[config.mk]
export PLATFORM = sky130hd
export DESIGN_NAME = sr_wp_ctrl
export DESIGN_NICKNAME = d
export VERILOG_FILES = /design/src/rtl/sr_wp_pkg.sv /design/src/rtl/sr_prot_map.sv /design/src/rtl/sr_nv_bits.sv /design/src/rtl/sr_wel_busy.sv /design/src/rtl/sr_wp_ctrl.sv
export SDC_FILE = /design/constraint.sdc
export NUM_CORES = 1
export LEC_CHECK = 0
export BUFFER_PORTS_ARGS = -buffer_cell sky130_fd_sc_hd__buf_4
export CORE_AREA = 2 2 39 41
export DETAILED_ROUTE_END_ITERATION = 12
export DIE_AREA = 0 0 41 43
export GPL_TIMING_DRIVEN = 0
export HOLD_SLACK_MARGIN = 0.1
export SLEW_MARGIN = 40
export SYNTH_ARGS = -nofsm -noshare
export SYNTH_HDL_FRONTEND = slang
export SYNTH_HIERARCHICAL = 1
export SYNTH_SLANG_ARGS = --single-unit
[constraint.sdc]
create_clock -name clk_i -period 1.7 [get_ports clk_i]
set_input_delay 0.17 -clock clk_i [delete_from_list [all_inputs] [get_ports clk_i]]
set_output_delay 0.17 -clock clk_i [all_outputs]
set_load 0.02 [all_outputs]
[src/rtl/sr_wp_pkg.sv]
package sr_wp_pkg;
  localparam int unsigned SR_W       = 8;
  localparam int unsigned SR_BUSY    = 0;
  localparam int unsigned SR_WEL     = 1;
  localparam int unsigned SR_LVL_LO  = 2;
  localparam int unsigned SR_LVL_HI  = 3;
  localparam int unsigned SR_HWEN    = 7;

  typedef enum logic [1:0] {
    PROT_NONE = 2'b00,
    PROT_QTR  = 2'b01,
    PROT_HALF = 2'b10,
    PROT_ALL  = 2'b11
  } prot_lvl_e;
endpackage

[src/rtl/sr_prot_map.sv]
module sr_prot_map
  import sr_wp_pkg::*;
#(
  parameter int unsigned ADDR_W = 15
) (
  input  prot_lvl_e           lvl_i,
  input  logic [ADDR_W-1:0]   addr_i,
  output logic                prot_o
);
  localparam int unsigned TOP = ADDR_W - 1;

  always_comb begin
    unique case (lvl_i)
      PROT_NONE: prot_o = 1'b0;
      PROT_QTR:  prot_o = addr_i[TOP] & addr_i[TOP-1];
      PROT_HALF: prot_o = addr_i[TOP];
      PROT_ALL:  prot_o = 1'b1;
      default:   prot_o = 1'b1;
    endcase
  end

  always_comb begin
    if (lvl_i == PROT_NONE) AST_NONE_OPEN: assert (!prot_o);
    if (!addr_i[TOP])       AST_LOW_HALF:  assert (!prot_o || lvl_i == PROT_ALL);
  end
endmodule

[src/rtl/sr_nv_bits.sv]
module sr_nv_bits
  import sr_wp_pkg::*;
#(
  parameter logic [1:0] RST_LVL  = 2'b00,
  parameter logic       RST_HWEN = 1'b0
) (
  input  logic            clk_i,
  input  logic            rst_ni,
  input  logic            load_i,
  input  logic [SR_W-1:0] data_i,
  output prot_lvl_e       lvl_o,
  output logic            hwen_o
);
  always_ff @(posedge clk_i or negedge rst_ni) begin
    if (!rst_ni) begin
      lvl_o  <= prot_lvl_e'(RST_LVL);
      hwen_o <= RST_HWEN;
    end else if (load_i) begin
      lvl_o  <= prot_lvl_e'(data_i[SR_LVL_HI:SR_LVL_LO]);
      hwen_o <= data_i[SR_HWEN];
    end
  end

  AST_HOLD_NO_LOAD: assert property (@(posedge clk_i) disable iff (!rst_ni)
    !load_i |=> $stable(lvl_o) && $stable(hwen_o));
endmodule

[src/rtl/sr_wel_busy.sv]
module sr_wel_busy (
  input  logic clk_i,
  input  logic rst_ni,
  input  logic wren_i,
  input  logic wrdi_i,
  input  logic start_i,
  input  logic done_i,
  output logic wel_o,
  output logic busy_o
);
  always_ff @(posedge clk_i or negedge rst_ni) begin
    if (!rst_ni) begin
      wel_o  <= 1'b0;
      busy_o <= 1'b0;
    end else if (busy_o) begin
      if (done_i) begin
        busy_o <= 1'b0;
        wel_o  <= 1'b0;
      end
    end else begin
      if (start_i)     busy_o <= 1'b1;
      if (wrdi_i)      wel_o  <= 1'b0;
      else if (wren_i) wel_o  <= 1'b1;
    end
  end

  AST_DONE_CLEARS: assert property (@(posedge clk_i) disable iff (!rst_ni)
    busy_o && done_i |=> !busy_o && !wel_o);
  AST_BUSY_FREEZE: assert property (@(posedge clk_i) disable iff (!rst_ni)
    busy_o && !done_i |=> busy_o && $stable(wel_o));
  AST_WRDI_WINS: assert property (@(posedge clk_i) disable iff (!rst_ni)
    !busy_o && wrdi_i |=> !wel_o);
endmodule

[src/rtl/sr_wp_ctrl.sv]
module sr_wp_ctrl
  import sr_wp_pkg::*;
#(
  parameter int unsigned ADDR_W   = 15,
  parameter logic [1:0]  RST_LVL  = 2'b00,
  parameter logic        RST_HWEN = 1'b0
) (
  input  logic              clk_i,
  input  logic              rst_ni,
  input  logic              wp_i,
  input  logic              wren_i,
  input  logic              wrdi_i,
  input  logic              wrsr_i,
  input  logic [7:0]        sr_data_i,
  input  logic [ADDR_W-1:0] addr_i,
  input  logic              arr_wr_i,
  input  logic              wc_done_i,
  output logic [7:0]        status_o,
  output logic              arr_wr_ok_o,
  output logic              sr_wr_ok_o
);
  prot_lvl_e lvl;
  logic      hwen, wel, busy, addr_prot, hw_prot, sr_load, wc_start;

  sr_prot_map #(.ADDR_W(ADDR_W)) u_map (
    .lvl_i  (lvl),
    .addr_i (addr_i),
    .prot_o (addr_prot)
  );

  sr_nv_bits #(.RST_LVL(RST_LVL), .RST_HWEN(RST_HWEN)) u_bits (
    .clk_i  (clk_i),
    .rst_ni (rst_ni),
    .load_i (sr_load),
    .data_i (sr_data_i),
    .lvl_o  (lvl),
    .hwen_o (hwen)
  );

  sr_wel_busy u_wel (
    .clk_i   (clk_i),
    .rst_ni  (rst_ni),
    .wren_i  (wren_i),
    .wrdi_i  (wrdi_i),
    .start_i (wc_start),
    .done_i  (wc_done_i),
    .wel_o   (wel),
    .busy_o  (busy)
  );

  // pin gate only counts when the enable bit is set
  assign hw_prot     = hwen & ~wp_i;
  assign sr_wr_ok_o  = wel & ~busy & ~hw_prot;
  assign arr_wr_ok_o = wel & ~busy & ~addr_prot;
  assign sr_load     = wrsr_i & sr_wr_ok_o;
  assign wc_start    = sr_load | (arr_wr_i & arr_wr_ok_o);

  always_comb begin
    status_o            = '0;
    status_o[SR_BUSY]   = busy;
    status_o[SR_WEL]    = wel;
    status_o[SR_LVL_HI:SR_LVL_LO] = lvl;
    status_o[SR_HWEN]   = hwen;
  end

  AST_HWEN_LOCK: assert property (@(posedge clk_i) disable iff (!rst_ni)
    hwen && !wp_i |=> hwen);
  AST_NO_WEL_NO_WR: assert property (@(posedge clk_i) disable iff (!rst_ni)
    !status_o[SR_WEL] |-> !arr_wr_ok_o && !sr_wr_ok_o);
  AST_PIN_GATE: assert property (@(posedge clk_i) disable iff (!rst_ni)
    !wp_i && status_o[SR_HWEN] |-> !sr_wr_ok_o);
  AST_BUSY_BLOCKS: assert property (@(posedge clk_i) disable iff (!rst_ni)
    status_o[SR_BUSY] |-> !arr_wr_ok_o && !sr_wr_ok_o);
  AST_REFUSED_ARR: assert property (@(posedge clk_i) disable iff (!rst_ni)
    arr_wr_i && !arr_wr_ok_o && !busy && !wrsr_i |=> !busy);
  AST_UNUSED_ZERO: assert property (@(posedge clk_i) disable iff (!rst_ni)
    status_o[6:4] == 3'b000);
endmodule

==> results of run 1 <==
-- per-layer routing --
layer	global-route usage [%]	share of wire [%]	wire length, µm
met5	0	0	0
met1	8.224	37	225
met4	10.00	1.7	10
met3	3.141	9.8	59
met2	12.19	51	308
-- report_power, final --
group | leakage (nW) | switching, mW | internal (mW)
clock network | 0.0150 | 0.0450 | 0.0885
registers | 0.0616 | 0.0601 | 0.176
logic | 0.195 | 0.203 | 0.240
-- final cells by class --
class / instances / area, µm²
inverter: 3 / 11.26
multi-input combinational: 20 / 142.6
buffer: 6 / 45.04
sequential: 5 / 125.1
clock buffer: 4 / 26.28
fill: 149 / 860.8
tap: 16 / 20.02
timing repair buffer: 20 / 152.6
-- placed cells by master (no fill, tap or decap) --
master / synthesis / routed
a21oi_1: 1 / 1
a21oi_2: 1 / 1
buf_4: 6 / 25
clkbuf_1: 0 / 1
clkbuf_4: 0 / 3
conb_1: 1 / 3
dfrtp_1: 5 / 5
dlygate4sd3_1: 0 / 1
inv_1: 3 / 3
mux2_2: 3 / 3
mux2i_1: 1 / 1
nand2_1: 2 / 2
nand2b_1: 1 / 1
nand2b_4: 1 / 1
nand3_1: 1 / 1
nor2_1: 3 / 3
o21ai_1: 1 / 1
o21ai_2: 1 / 1
o32ai_2: 1 / 1
-- through the flow --
stage	setup slack (ps)	instances	hold slack (ps)	area, µm²
3_3_place_gp	358.8	69	-25.29	486.7
3_5_place_dp	354.9	69	-24.61	486.7
5_1_grt	303.0	74	118.0	523.0
2_1_floorplan	471.1	34	-125.6	324.1
4_1_cts	357.7	74	118.1	523.0
6_report	368.4	74	125.3	523.0
-- state kept, by name, indices dropped and copies added (netlist names) --
name and cells:
u_bits/lvl_o 2, u_bits/hwen_o 1, u_wel/busy_o 1, u_wel/wel_o 1
-- worst paths after layout --
path | to | slack [ps] | depth (start not counted)
min | u_wel/wel_o$_DFFE_PN0P_ | 130 | 2
min reg2reg | u_bits/lvl_o[1]$_DFFE_PN0P_ | 540 | 1
max reg2reg | u_bits/lvl_o[1]$_DFFE_PN0P_ | 370 | 3
max | u_bits/lvl_o[1]$_DFFE_PN0P_ | 370 | 3
min in group asynchronous | u_bits/hwen_o$_DFFE_PN0P_ | 270 | 2
max in group asynchronous | u_wel/wel_o$_DFFE_PN0P_ | 1320 | 2
-- critical path, delay by kind of cell, from the launching register on --
| family | cells | cell delay (ps) |
|---|---|---|
| flops | 1 | 430 |
| simple gates | 2 | 430 |
| mux | 1 | 370 |
-- cells by family (layout without fill, tap and decap cells) --
kind of cell           after synthesis  count (layout)
AOI/OAI and AO/OA                    5               5
and+or+nand+nor                      8               8
buffers and inverters                9              33
other                                1               3
muxes                                4               4
DFF                                  5               5
==> run summary, run 1 <==
reg-to-reg startpoint: u_wel/busy_o$_DFF_PN0_
CP Cell Sequence: nand2b_4 -> nor2_1 -> mux2_2
Hold Buf Count CTS: 1
worst skew pair latency: 240 ps
Antenna Cells: 0
Req. time, crit path: 1820 ps
first-pass GRT wire length: 931 µm
Critical Path Start Type: register
CTS Sinks: 5
Main synth FF type: dfrtp_1
synthesized cell area: 316.6 µm²
die width: 41 µm
max_cap viols: 0
gr ovfl total: 0
Final Cycle Share: 78.33%
Hold Violations, Final: 0
HP Class: input port to register
Synth Area in Simple Gates: 13.83%
IO Pins: 41
multiplexer area fraction after synthesis: 13.83%
area leader, netlist: dfrtp_1
main combinational cell family by area after synthesis: buffers and inverters
Post-synth top cells: buf_4, dfrtp_1, inv_1, mux2_2, nor2_1
number of global-route vias before repair: 244
detailed-route wire length: 604 µm
YS warnings: 6
largest fanout on the critical path: 5
Synth top area share: 39.53%
post-layout util: 37.79%
Adder-Cell Fraction of Synth Area: 0%
minimum clock period: 1332 ps
Critical Path Source: u_wel/busy_o$_DFF_PN0_
post-route ant nets: 0
Row Count: 14
asr flop ratio synth: 100.0%
share of cells above drive strength 1: 60.34%
XOR/XNOR share of the synthesized area: 0%
DRC: 0
CTS Root Cell: clkbuf_4
VDD IR max: 0.5769 mV
Setup Viol. Count Final: 0
FMAX: 0.7510 GHz
status: completed
placer congestion estimate: 0.6271
Leak: 0.2716 nW
area grow syn2layout: 65.22%
Post-synth EDFFs: 0
first-iteration detailed-routing DRC count: 2
worst setup path category: register to register
clock skew: 4.594 ps
H-Tree Depth: 1
crit end category: register
Seq/Total Area, Yosys: 39.53%
CTS tree: done
Clock transition at path regs: 40 ps
pwr/cell area: 1553 nW/µm²
setup TNS: 0 ps
I/O Buffers: 19
Seq cells post-synth: 5
Num CTS Buffers: 3
core area: 1384 µm²
count of cell types in the netlist: 16
most common cell in the synthesized netlist: buf_4
DR vias/cell: 3.689
hold path startpoint: wc_done_i
DP HPWL: 506.5 µm
Starting Density: 22.88%
Syn Area/Cell: 9.892 µm²
Max Root-Sink Buffers: 2
GRT Total Usage: 8.595%
post-cts gate resize count: 0
fin nets: 90
Post-CTS Setup Bufs: 0
Final Power: 0.8120 mW
RSZ-0062 raised after global routing: no
compound-cell area share of the yosys netlist: 13.83%
dominant cells by area after synthesis: dfrtp_1, buf_4, mux2_2
pin count of the biggest net entering global routing: 6
wire per inst: 8.162 µm
CP max stage cell: dfrtp_1
CP max stage delay: 430 ps
fin. max-slew vios: 0
worst path arrival time: 1450 ps
initial antenna violation count: 0
die outline height: 43 µm
First-pass DRT Iterations: 3
Post-Syn Instances: 32
Die Area: 1763 µm²
DR vias: 273
Power figures use the tool's default switching activity.
==> run 2: changes to the inputs <==
--- a/config.mk
+++ b/config.mk
@@ -11,6 +11,7 @@
 export DIE_AREA = 0 0 41 43
 export GPL_TIMING_DRIVEN = 0
 export HOLD_SLACK_MARGIN = 0.1
+export PLACE_DENSITY = 0.66
 export SLEW_MARGIN = 40
 export SYNTH_ARGS = -nofsm -noshare
 export SYNTH_HDL_FRONTEND = slang
==> constraint.sdc (replaced) <==
create_clock -name clk_i -period 1.2 [get_ports clk_i]
set_input_delay 0.12 -clock clk_i [delete_from_list [all_inputs] [get_ports clk_i]]
set_output_delay 0.12 -clock clk_i [all_outputs]
set_load 0.02 [all_outputs]
==> run summary, run 2 (synthesis gave the netlist of run 1 again) <==
number of flip-flops under the largest register name: 2 (unchanged)
pwr/cell area: 2159 nW/µm² (was 1553 nW/µm²)
crit end category: primary output (was register)
area grow syn2layout: 79.84% (was 65.22%)
initial antenna violation count: 0 (unchanged)
First-pass DRT Iterations: 1 (was 3)
Num CTS Buffers: 3 (unchanged)
minimum clock period: 1212 ps
Setup Viol. Count Final: 1 (was 0)
VDD IR max: 0.8138 mV (was 0.5769 mV)
CTS tree: done (unchanged)
fin. max-slew vios: 0 (unchanged)
Antenna Cells: 0 (unchanged)
die width: 41 µm (unchanged)
GRT Total Usage: 8.880% (was 8.595%)
crit path capture: arr_wr_ok_o (was u_bits/lvl_o[1]$_DFFE_PN0P_)
Starting Density: 22.88% (unchanged)
worst setup path category: register to primary output (was register to register)
detailed-route wire length: 630 µm (was 604 µm)
Fillers: 155 (was 149)
failing checks: negative setup slack
IO Pins: 41 (unchanged)
first-pass GRT wire length: 1014 µm (was 931 µm)
H-Tree Depth: 1 (unchanged)
status: complete, but fails checks (was completed)
Critical Path Start Type: register (unchanged)
FMAX: 0.8252 GHz
Max Root-Sink Buffers: 2 (unchanged)
placer congestion estimate: 0.6169 (was 0.6271)
Hold Violations, Final: 0 (unchanged)
DR vias: 298 (was 273)
Largest Register: u_bits/lvl_o (unchanged)
Final Cycle Share: 101.0%
DR vias/cell: 3.821 (was 3.689)
Clock transition at path regs: 40 ps (about the same)
worst skew pair latency: 240 ps (about the same)
max_cap viols: 0 (unchanged)
design area: 569.3 µm² (was 523.0 µm²)
Critical Path Source: u_bits/lvl_o[0]$_DFFE_PN0P_ (was u_wel/busy_o$_DFF_PN0_)
Die Area: 1763 µm² (unchanged)
RSZ-0062 raised after global routing: yes (was no)
DRC: 0 (unchanged)
clock skew: 3.114 ps (was 4.594 ps)
Row Count: 14 (unchanged)
die outline height: 43 µm (unchanged)
Final WS setup: -11.79 ps (was 368.4 ps)
most frequent cells in the layout: buf_4, dfrtp_1 (unchanged)
core area: 1384 µm² (unchanged)
fin nets: 94 (was 90)
R2R Setup Slk: 50 ps (was 370 ps)
reg2reg end: u_wel/busy_o$_DFF_PN0_ (was u_bits/lvl_o[1]$_DFFE_PN0P_)
area of the multi-input gates: 153.9 µm² (was 142.6 µm²)
reg2reg path depth: 6 (was 3)
CTS Root Cell: clkbuf_4 (unchanged)
register area: 125.1 µm² (unchanged)
share of cells above drive strength 1: 62.90% (was 60.34%)
pin count of the biggest net entering global routing: 6 (unchanged)
Final Power: 1.229 mW (was 0.8120 mW)
number of global-route vias before repair: 279 (was 244)
Leak: 0.2895 nW (was 0.2716 nW)
reg-to-reg startpoint: u_bits/lvl_o[0]$_DFFE_PN0P_ (was u_wel/busy_o$_DFF_PN0_)
wire per inst: 8.077 µm (was 8.162 µm)
HP Class: input port to register (unchanged)
commonest non-fill, non-tap cell in the layout: buf_4 (unchanged)
post-route ant nets: 0 (unchanged)
worst path arrival time: 1090 ps (was 1450 ps)
Req. time, crit path: 1080 ps (was 1820 ps)
gr ovfl total: 0 (unchanged)
CTS Sinks: 5 (unchanged)
I/O Buffers: 19 (unchanged)
first-iteration detailed-routing DRC count: 0 (was 2)
largest fanout on the critical path: 3 (was 5)
total placed instance area: 489.2 µm² (was 486.7 µm²)
==> run 2: changes by cell type in the layout (fill, tap and decap cells not counted), sizes merged <==
cell,delta
buf,+2
dlygate4sd3,+2
==> run 2: metal layers <==
metal | global-route usage [%] | wire (µm)
met2 | 12.19 | 311
met3 | 3.141 | 74
met4 | 8.000 | 0
met5 | 0 | 0
met1 | 10.13 | 244
==> run 2: metrics by stage <==
stage | hold slack [ps] | TNS (ps) | instances | setup slack, ps | util (%)
after global routing | 100.8 | -200.2 | 78 | -124.2 | 41.14
final | 111.1 | -11.79 | 78 | -11.79 | 41.14
after CTS | 101.2 | -48.89 | 78 | -48.89 | 40.87
after floorplan | -175.6 | 0 | 34 | 16.03 | -
after global placement | -75.22 | -152.9 | 69 | -52.03 | 35.35
after detailed placement | -74.05 | -181.6 | 69 | -61.52 | 35.35
==> run 2: worst min-delay path by stage <==
stage	startpoint	to	slack, ps	cells after the start
2_1_floorplan	rst_ni	u_bits/hwen_o$_DFFE_PN0P_	-180	0
3_3_place_gp	rst_ni	u_bits/hwen_o$_DFFE_PN0P_	-80	1
3_5_place_dp	rst_ni	u_bits/hwen_o$_DFFE_PN0P_	-70	1
4_1_cts	sr_data_i[2]	u_bits/lvl_o[0]$_DFFE_PN0P_	100	2
5_1_grt	sr_data_i[7]	u_bits/hwen_o$_DFFE_PN0P_	100	2
6_report	sr_data_i[2]	u_bits/lvl_o[0]$_DFFE_PN0P_	110	2
==> run 2: where the power goes <==
part | total [mW] | internal (mW) | switching, mW | leakage, nW
combinational | 0.721 | 0.392 | 0.329 | 0.213
sequential | 0.318 | 0.249 | 0.0692 | 0.0616
clock | 0.191 | 0.125 | 0.0652 | 0.0150
total | 1.23 | 0.766 | 0.463 | 0.290
==> run 2: timing repair <==
item | 4_1_cts | 5_1_grt
hold buffers | 3 | 0
buffers inserted | 2 | 0
gates cloned | 0 | 0
hold endpoints to repair | 7 | 0
endpoints found under the setup margin | 5 | 3
pin swaps | 0 | 3
gates resized for setup | 1 | 1
==> run 2: worst max-delay path, cell delays in order (launching register included) <==
cell	delay [ps]
dfrtp_1	390
o21ai_1	130
nand2_1	90
nor2_1	100
buf_4	150
==> run 2: cell type report <==
class | instances | area share (%)
multi-input combinational | 20 | 27.03
clock buffer | 4 | 4.615
sequential | 5 | 21.98
tap | 16 | 3.516
buffer | 6 | 7.912
inverter | 3 | 1.978
timing repair buffer | 24 | 32.97
